===== config.mk =====
export PLATFORM = sky130hd
export DESIGN_NAME = lw_sram
export DESIGN_NICKNAME = d
export VERILOG_FILES = /design/src/rtl/lw_sram_pkg.sv /design/src/rtl/lw_sram_in_reg.sv /design/src/rtl/lw_sram_wbuf.sv /design/src/rtl/lw_sram_array.sv /design/src/rtl/lw_sram_out.sv /design/src/rtl/lw_sram.sv
export SDC_FILE = /design/constraint.sdc
export NUM_CORES = 2
export LEC_CHECK = 0
export ABC_AREA = 1
export BUFFER_PORTS_ARGS = -buffer_cell sky130_fd_sc_hd__buf_2
export CORE_UTILIZATION = 25
export DETAILED_ROUTE_END_ITERATION = 10
export PLACE_DENSITY = 0.39
export SETUP_SLACK_MARGIN = 0.05
export SYNTH_ARGS = -nofsm -noshare
export SYNTH_HDL_FRONTEND = slang
export SYNTH_SLANG_ARGS = --single-unit

===== constraint.sdc =====
create_clock -name clk -period 2.4 [get_ports clk]
set_clock_uncertainty 0.15 [all_clocks]
set_input_delay 0.48 -clock clk [delete_from_list [all_inputs] [get_ports clk]]
set_output_delay 0.48 -clock clk [all_outputs]
set_load 0.01 [all_outputs]

===== src/rtl/lw_sram_pkg.sv =====
package lw_sram_pkg;

   // width of one byte lane
   localparam int unsigned LANE_W = 9;

   // operation held in the input register for the current cycle
   typedef enum logic [1:0] {
      OP_IDLE  = 2'd0,
      OP_READ  = 2'd1,
      OP_WRITE = 2'd2
   } op_e;

endpackage


===== src/rtl/lw_sram_in_reg.sv =====
module lw_sram_in_reg
   import lw_sram_pkg::*;
#(
   parameter int unsigned AW    = 6,
   parameter int unsigned LANES = 4
) (
   input  logic             clk,
   input  logic             rst_n,
   input  logic             sel,
   input  logic             we,
   input  logic             sleep,
   input  logic [AW-1:0]    addr,
   input  logic [LANES-1:0] bwe,
   output op_e              op_q,
   output logic [AW-1:0]    addr_q,
   output logic [LANES-1:0] bwe_q
);

   logic accept;

   // sleep or a deselected cycle turns the edge into a no-op
   assign accept = sel && !sleep;

   always_ff @(posedge clk or negedge rst_n) begin
      if (!rst_n) begin
         op_q   <= OP_IDLE;
         addr_q <= '0;
         bwe_q  <= '0;
      end else begin
         if (!accept) begin
            op_q <= OP_IDLE;
         end else if (we) begin
            op_q <= OP_WRITE;
         end else begin
            op_q <= OP_READ;
         end
         if (accept) begin
            addr_q <= addr;
            bwe_q  <= bwe;
         end
      end
   end

endmodule


===== src/rtl/lw_sram_wbuf.sv =====
module lw_sram_wbuf
   import lw_sram_pkg::*;
#(
   parameter int unsigned AW    = 6,
   parameter int unsigned DW    = 36,
   parameter int unsigned LANES = 4
) (
   input  logic             clk,
   input  logic             rst_n,
   input  op_e              in_op,
   input  logic [AW-1:0]    in_addr,
   input  logic [LANES-1:0] in_bwe,
   input  logic [DW-1:0]    wdata,
   input  logic [DW-1:0]    arr_word,
   output logic             pend_valid,
   output logic [AW-1:0]    pend_addr,
   output logic [LANES-1:0] pend_bwe,
   output logic [DW-1:0]    pend_data,
   output logic             commit_en,
   output logic [DW-1:0]    fwd_word
);

   logic hit;

   // the parked write drains while the next write takes its place
   assign commit_en = (in_op == OP_WRITE) && pend_valid;

   always_ff @(posedge clk or negedge rst_n) begin
      if (!rst_n) begin
         pend_valid <= 1'b0;
         pend_addr  <= '0;
         pend_bwe   <= '0;
         pend_data  <= '0;
      end else if (in_op == OP_WRITE) begin
         pend_valid <= 1'b1;
         pend_addr  <= in_addr;
         pend_bwe   <= in_bwe;
         pend_data  <= wdata;
      end
   end

   assign hit = pend_valid && (pend_addr == in_addr);

   for (genvar l = 0; l < LANES; l++) begin : g_fwd
      assign fwd_word[l*LANE_W +: LANE_W] = (hit && pend_bwe[l])
                                          ? pend_data[l*LANE_W +: LANE_W]
                                          : arr_word[l*LANE_W +: LANE_W];
   end

endmodule


===== src/rtl/lw_sram_array.sv =====
module lw_sram_array
   import lw_sram_pkg::*;
#(
   parameter int unsigned AW    = 6,
   parameter int unsigned DW    = 36,
   parameter int unsigned LANES = 4
) (
   input  logic             clk,
   input  logic             wr_en,
   input  logic [AW-1:0]    wr_addr,
   input  logic [LANES-1:0] wr_be,
   input  logic [DW-1:0]    wr_data,
   input  logic [AW-1:0]    rd_addr,
   output logic [DW-1:0]    rd_data
);

   localparam int unsigned DEPTH = 1 << AW;

   for (genvar l = 0; l < LANES; l++) begin : g_lane
      logic [LANE_W-1:0] cells [DEPTH];

      always_ff @(posedge clk) begin
         if (wr_en && wr_be[l]) begin
            cells[wr_addr] <= wr_data[l*LANE_W +: LANE_W];
         end
      end

      assign rd_data[l*LANE_W +: LANE_W] = cells[rd_addr];
   end

endmodule


===== src/rtl/lw_sram_out.sv =====
module lw_sram_out #(
   parameter int unsigned DW = 36
) (
   input  logic          clk,
   input  logic          rst_n,
   input  logic          load,
   input  logic [DW-1:0] din,
   input  logic          oe,
   output logic          out_drv,
   output logic          out_tail,
   output logic [DW-1:0] out_data,
   output logic [DW-1:0] rdata,
   output logic          rvalid
);

   // load: a read is in its second stage; otherwise run the two-step release
   always_ff @(posedge clk or negedge rst_n) begin
      if (!rst_n) begin
         out_drv  <= 1'b0;
         out_tail <= 1'b0;
         out_data <= '0;
      end else if (load) begin
         out_drv  <= 1'b1;
         out_tail <= 1'b0;
         out_data <= din;
      end else if (out_drv && !out_tail) begin
         out_tail <= 1'b1;
      end else begin
         out_drv  <= 1'b0;
         out_tail <= 1'b0;
      end
   end

   assign rvalid = out_drv && oe;
   assign rdata  = rvalid ? out_data : '0;

endmodule


===== src/rtl/lw_sram.sv =====
module lw_sram
   import lw_sram_pkg::*;
#(
   parameter int unsigned ADDR_W = 6,
   parameter int unsigned WORD_W = 36
) (
   input  logic                     clk,
   input  logic                     rst_n,
   input  logic                     sel,
   input  logic                     we,
   input  logic [ADDR_W-1:0]        addr,
   input  logic [WORD_W/LANE_W-1:0] bwe,
   input  logic [WORD_W-1:0]        wdata,
   input  logic                     oe,
   input  logic                     sleep,
   output logic [WORD_W-1:0]        rdata,
   output logic                     rvalid
);

   localparam int unsigned LANES = WORD_W / LANE_W;

   if (WORD_W != 18 && WORD_W != 36) begin : g_bad_word
      $error("lw_sram: WORD_W must be 18 or 36");
   end
   if (ADDR_W < 1 || ADDR_W > 10) begin : g_bad_addr
      $error("lw_sram: ADDR_W must lie in 1..10");
   end

   op_e               in_op;
   logic [ADDR_W-1:0] in_addr;
   logic [LANES-1:0]  in_bwe;
   logic              in_rd;
   logic              in_act;

   logic              pend_valid;
   logic [ADDR_W-1:0] pend_addr;
   logic [LANES-1:0]  pend_bwe;
   logic [WORD_W-1:0] pend_data;
   logic              commit_en;
   logic [WORD_W-1:0] fwd_word;
   logic [WORD_W-1:0] arr_word;

   logic              out_drv;
   logic              out_tail;
   logic [WORD_W-1:0] out_data;

   lw_sram_in_reg #(.AW(ADDR_W), .LANES(LANES)) u_in (
      .clk    (clk),
      .rst_n  (rst_n),
      .sel    (sel),
      .we     (we),
      .sleep  (sleep),
      .addr   (addr),
      .bwe    (bwe),
      .op_q   (in_op),
      .addr_q (in_addr),
      .bwe_q  (in_bwe)
   );

   assign in_rd  = (in_op == OP_READ);
   assign in_act = (in_op != OP_IDLE);

   lw_sram_wbuf #(.AW(ADDR_W), .DW(WORD_W), .LANES(LANES)) u_wbuf (
      .clk        (clk),
      .rst_n      (rst_n),
      .in_op      (in_op),
      .in_addr    (in_addr),
      .in_bwe     (in_bwe),
      .wdata      (wdata),
      .arr_word   (arr_word),
      .pend_valid (pend_valid),
      .pend_addr  (pend_addr),
      .pend_bwe   (pend_bwe),
      .pend_data  (pend_data),
      .commit_en  (commit_en),
      .fwd_word   (fwd_word)
   );

   lw_sram_array #(.AW(ADDR_W), .DW(WORD_W), .LANES(LANES)) u_array (
      .clk     (clk),
      .wr_en   (commit_en),
      .wr_addr (pend_addr),
      .wr_be   (pend_bwe),
      .wr_data (pend_data),
      .rd_addr (in_addr),
      .rd_data (arr_word)
   );

   lw_sram_out #(.DW(WORD_W)) u_out (
      .clk      (clk),
      .rst_n    (rst_n),
      .load     (in_rd),
      .din      (fwd_word),
      .oe       (oe),
      .out_drv  (out_drv),
      .out_tail (out_tail),
      .out_data (out_data),
      .rdata    (rdata),
      .rvalid   (rvalid)
   );

endmodule


==> flow_summary.ini <==
[final_layout]
nNetsFinal = 9392
drive_gt1_share_pct = 21.5
syn_to_final_growth_pct = 29.8
final_cell_area_sq_um = 127000
stdcell_count = 14756
utilization_pct = 32.6
multi_input_area_sq_um = 25800
seqCellArea_sq_um = 71700
fillers = 38899

[setup_path]
crit_fanout = 8
end_kind = output port
worst_setup_path_start_kind = flop
startpoint = u_out.out_drv
criticalPathCategory = reg2out
crit_required_ns = 1.77
worstPathArrival_ns = 2.02
rr_startpoint = u_in.addr_q[0]

[run]
cap_violations = 0

[timing]
fin_crit_sh_pct = 110
worst_slew_pin_slew_ns = 0.893
hold_viol_final = 0
relSlewSlack_pct = 40.4
slew_viol_final = 0
rsz0062_at_grt = true
timing.final.ws_setup_ns = -0.249
setup_viol = 73
holdWs_ns = 0.0621
tns_ns = -8.53
finalCriticalPeriod_ns = 2.65
clock.fmax_ghz = 0.378

[clock_network]
clock_latency_ns = 0.91
cts_sinks = 2401
htree_levels = 5
cts_tree = done
cts-root-buf = clkbuf_16
clkTransAtPathRegs_ns = 0.06
clockBufferDepth = 4
numCtsBuffers = 279

[power]
irDropWorstVdd_uv = 497
power_density_nw_per_um2 = 873
p_leak_nw = 46.1
total_power_mw = 111

[yosys]
ys_warn_count = 0
syn_area_sq_um = 97900
ys_seq_area_share_pct = 73.1
synth_cell_types = 23
syn-num-nets = 8511
synth-seq-cells = 2401
synth.avg_cell_area_sq_um = 11.6
synthesis.instances = 8459

[route]
wl_per_cell_um = 25.4
drt_first_pass_iters = 6
antenna_left = 0
viasPerCell = 4.72
first_iter_violations = 6413
vias = 69605
postRouteWirelength_um = 375000
drc = 0

[floorplan]
std_cell_rows = 229
start_util_pct = 25.1
io_pins = 89
fp.dieH_um = 628
die_area_sq_um = 394000
die_x_um = 628
coreArea_sq_um = 389000

[global_route]
antenna_found_initial = 10
grt_pass1_vias = 68502
met2_usage_pct = 29.4
grt_util_met3_pct = 2.22
gr-usage-met1_pct = 26.2
grt_max_degree = 93
gr-total-overflow = 0
grt_pass1_wl_um = 527000
grt_usage_pct = 18.6
grt.busiest_layer = met2

[placement]
gp_congestion = 0.861
port_buffers = 88
placed_area_sq_um = 112000
post-dp-hpwl_um = 235000
place_inst = 14067
dp_slack_ns = -0.499

[outcome]
violations = negative setup slack
status = finished with violations

[worst_hold_path]
holdCritStartpoint = sleep
hold_class = in2reg
## synth_stat cells
master    number  area (sq um)
a211o_1        1          8.76
a21oi_1       45           225
buf_1         48           180
buf_2        335          1680
buf_4         52           390
buf_6          6          67.6
clkbuf_1     119           447
dfrtp_1       97          2430
edfxtp_1    2304         69200
inv_1        126           473
inv_2          5          18.8
mux2_2         2          22.5
nand2_1     2738         10300
nand2_4        4          45.0
nand3_1     2204         11000
nand4_1        1          6.26
nor2_1       341          1280
nor2_2         1          6.26
nor3_1        17          85.1
o21ai_0       10          50.1
o21ai_1        1          5.00
o22ai_1        1          6.26
xnor2_1        1          8.76
## registers in the layout, summed over array words and instances, names as in the netlist
register,cells
u_array.g_lane.cells,2304
u_in.addr_q,6
u_in.bwe_q,4
u_in.op_q,2
u_out.out_data,36
u_out.out_drv,1
u_out.out_tail,1
u_wbuf.pend_addr,6
u_wbuf.pend_bwe,4
u_wbuf.pend_data,36
u_wbuf.pend_valid,1
## layout make-up
| type | instances | area share, % |
|---|---|---|
| repair buffers | 1154 | 10.8 |
| inverters | 131 | 0.444 |
| clock buffers | 372 | 6.04 |
| clock inverters | 122 | 0.880 |
| well taps | 5197 | 5.12 |
| multi-input cells | 5368 | 20.3 |
| repair inverters | 5 | 0.0699 |
| diodes | 6 | 0.0118 |
| flip-flops and latches | 2401 | 56.4 |
## kinds of logic after synthesis
kind of cell | count (synthesis) | synth area share, %
simple gates | 5306 | 23.2
buf+inv | 691 | 3.32
xor+xnor | 1 | 0.00895
mux | 2 | 0.0230
flops | 2401 | 73.1
compound gates | 58 | 0.302
## placed cells by master, fill, tap and decap left out, types with 31 or more instances in the layout
cell,synthesis,final
buf_4,52,621
clkbuf_1,119,69
a21oi_1,45,45
buf_2,335,67
buf_12,0,223
dlygate4sd3_1,0,52
edfxtp_1,2304,2304
clkbuf_16,0,294
nand3_2,0,307
dfrtp_2,0,45
buf_16,0,62
dfrtp_1,97,47
nand2_2,0,78
nand2_1,2738,2645
clkinv_2,0,31
nand3_4,0,48
inv_1,126,104
buf_6,6,82
nand3_1,2204,1849
nor2_1,341,296
clkinv_1,0,55
## critical path, stage by stage (launching register included)
cell and delay [ns]:
dfrtp_1 0.39, nand2_4 0.13, buf_12 0.18, nor2_4 0.13, buf_8 0.16, buf_8 0.11
## per-layer routing
layer  vias to the layer above  share of wire [%]  wire length [um]
li1                      31521                  -                 -
met1                     35479                 45            170000
met2                      2087                 46            172000
met3                       514                5.1             19300
met4                         4                3.7             14000
met5                         -             0.0075                28
## worst paths after layout
kind,endpoint,slack (ns),depth (start not counted)
min in group asynchronous,u_in.bwe_q[3],0.53,4
worst min-delay path,u_in.bwe_q[2],0.06,5
worst max-delay path,rdata[35],-0.25,5
worst min register to register,u_out.out_tail,0.29,1
max in group asynchronous,u_out.out_data[33],0.70,4
worst max register to register,u_out.out_data[20],-0.20,14
## power breakdown
part | total, mW | internal, mW | switching [mW]
combinational | 20.3 | 6.76 | 13.6
clock | 41.9 | 24.4 | 17.5
sequential | 48.8 | 48.0 | 0.730
## repair_timing
item	in CTS	in global routing
hold buffers	52	0
pin swaps	122	31
endpoints found under the hold margin	145	0
endpoints found under the setup margin	770	352
cloned	55	5
setup buffers	72	11
resized for setup	724	118
No activity file was read; power rests on OpenSTA's default activity.
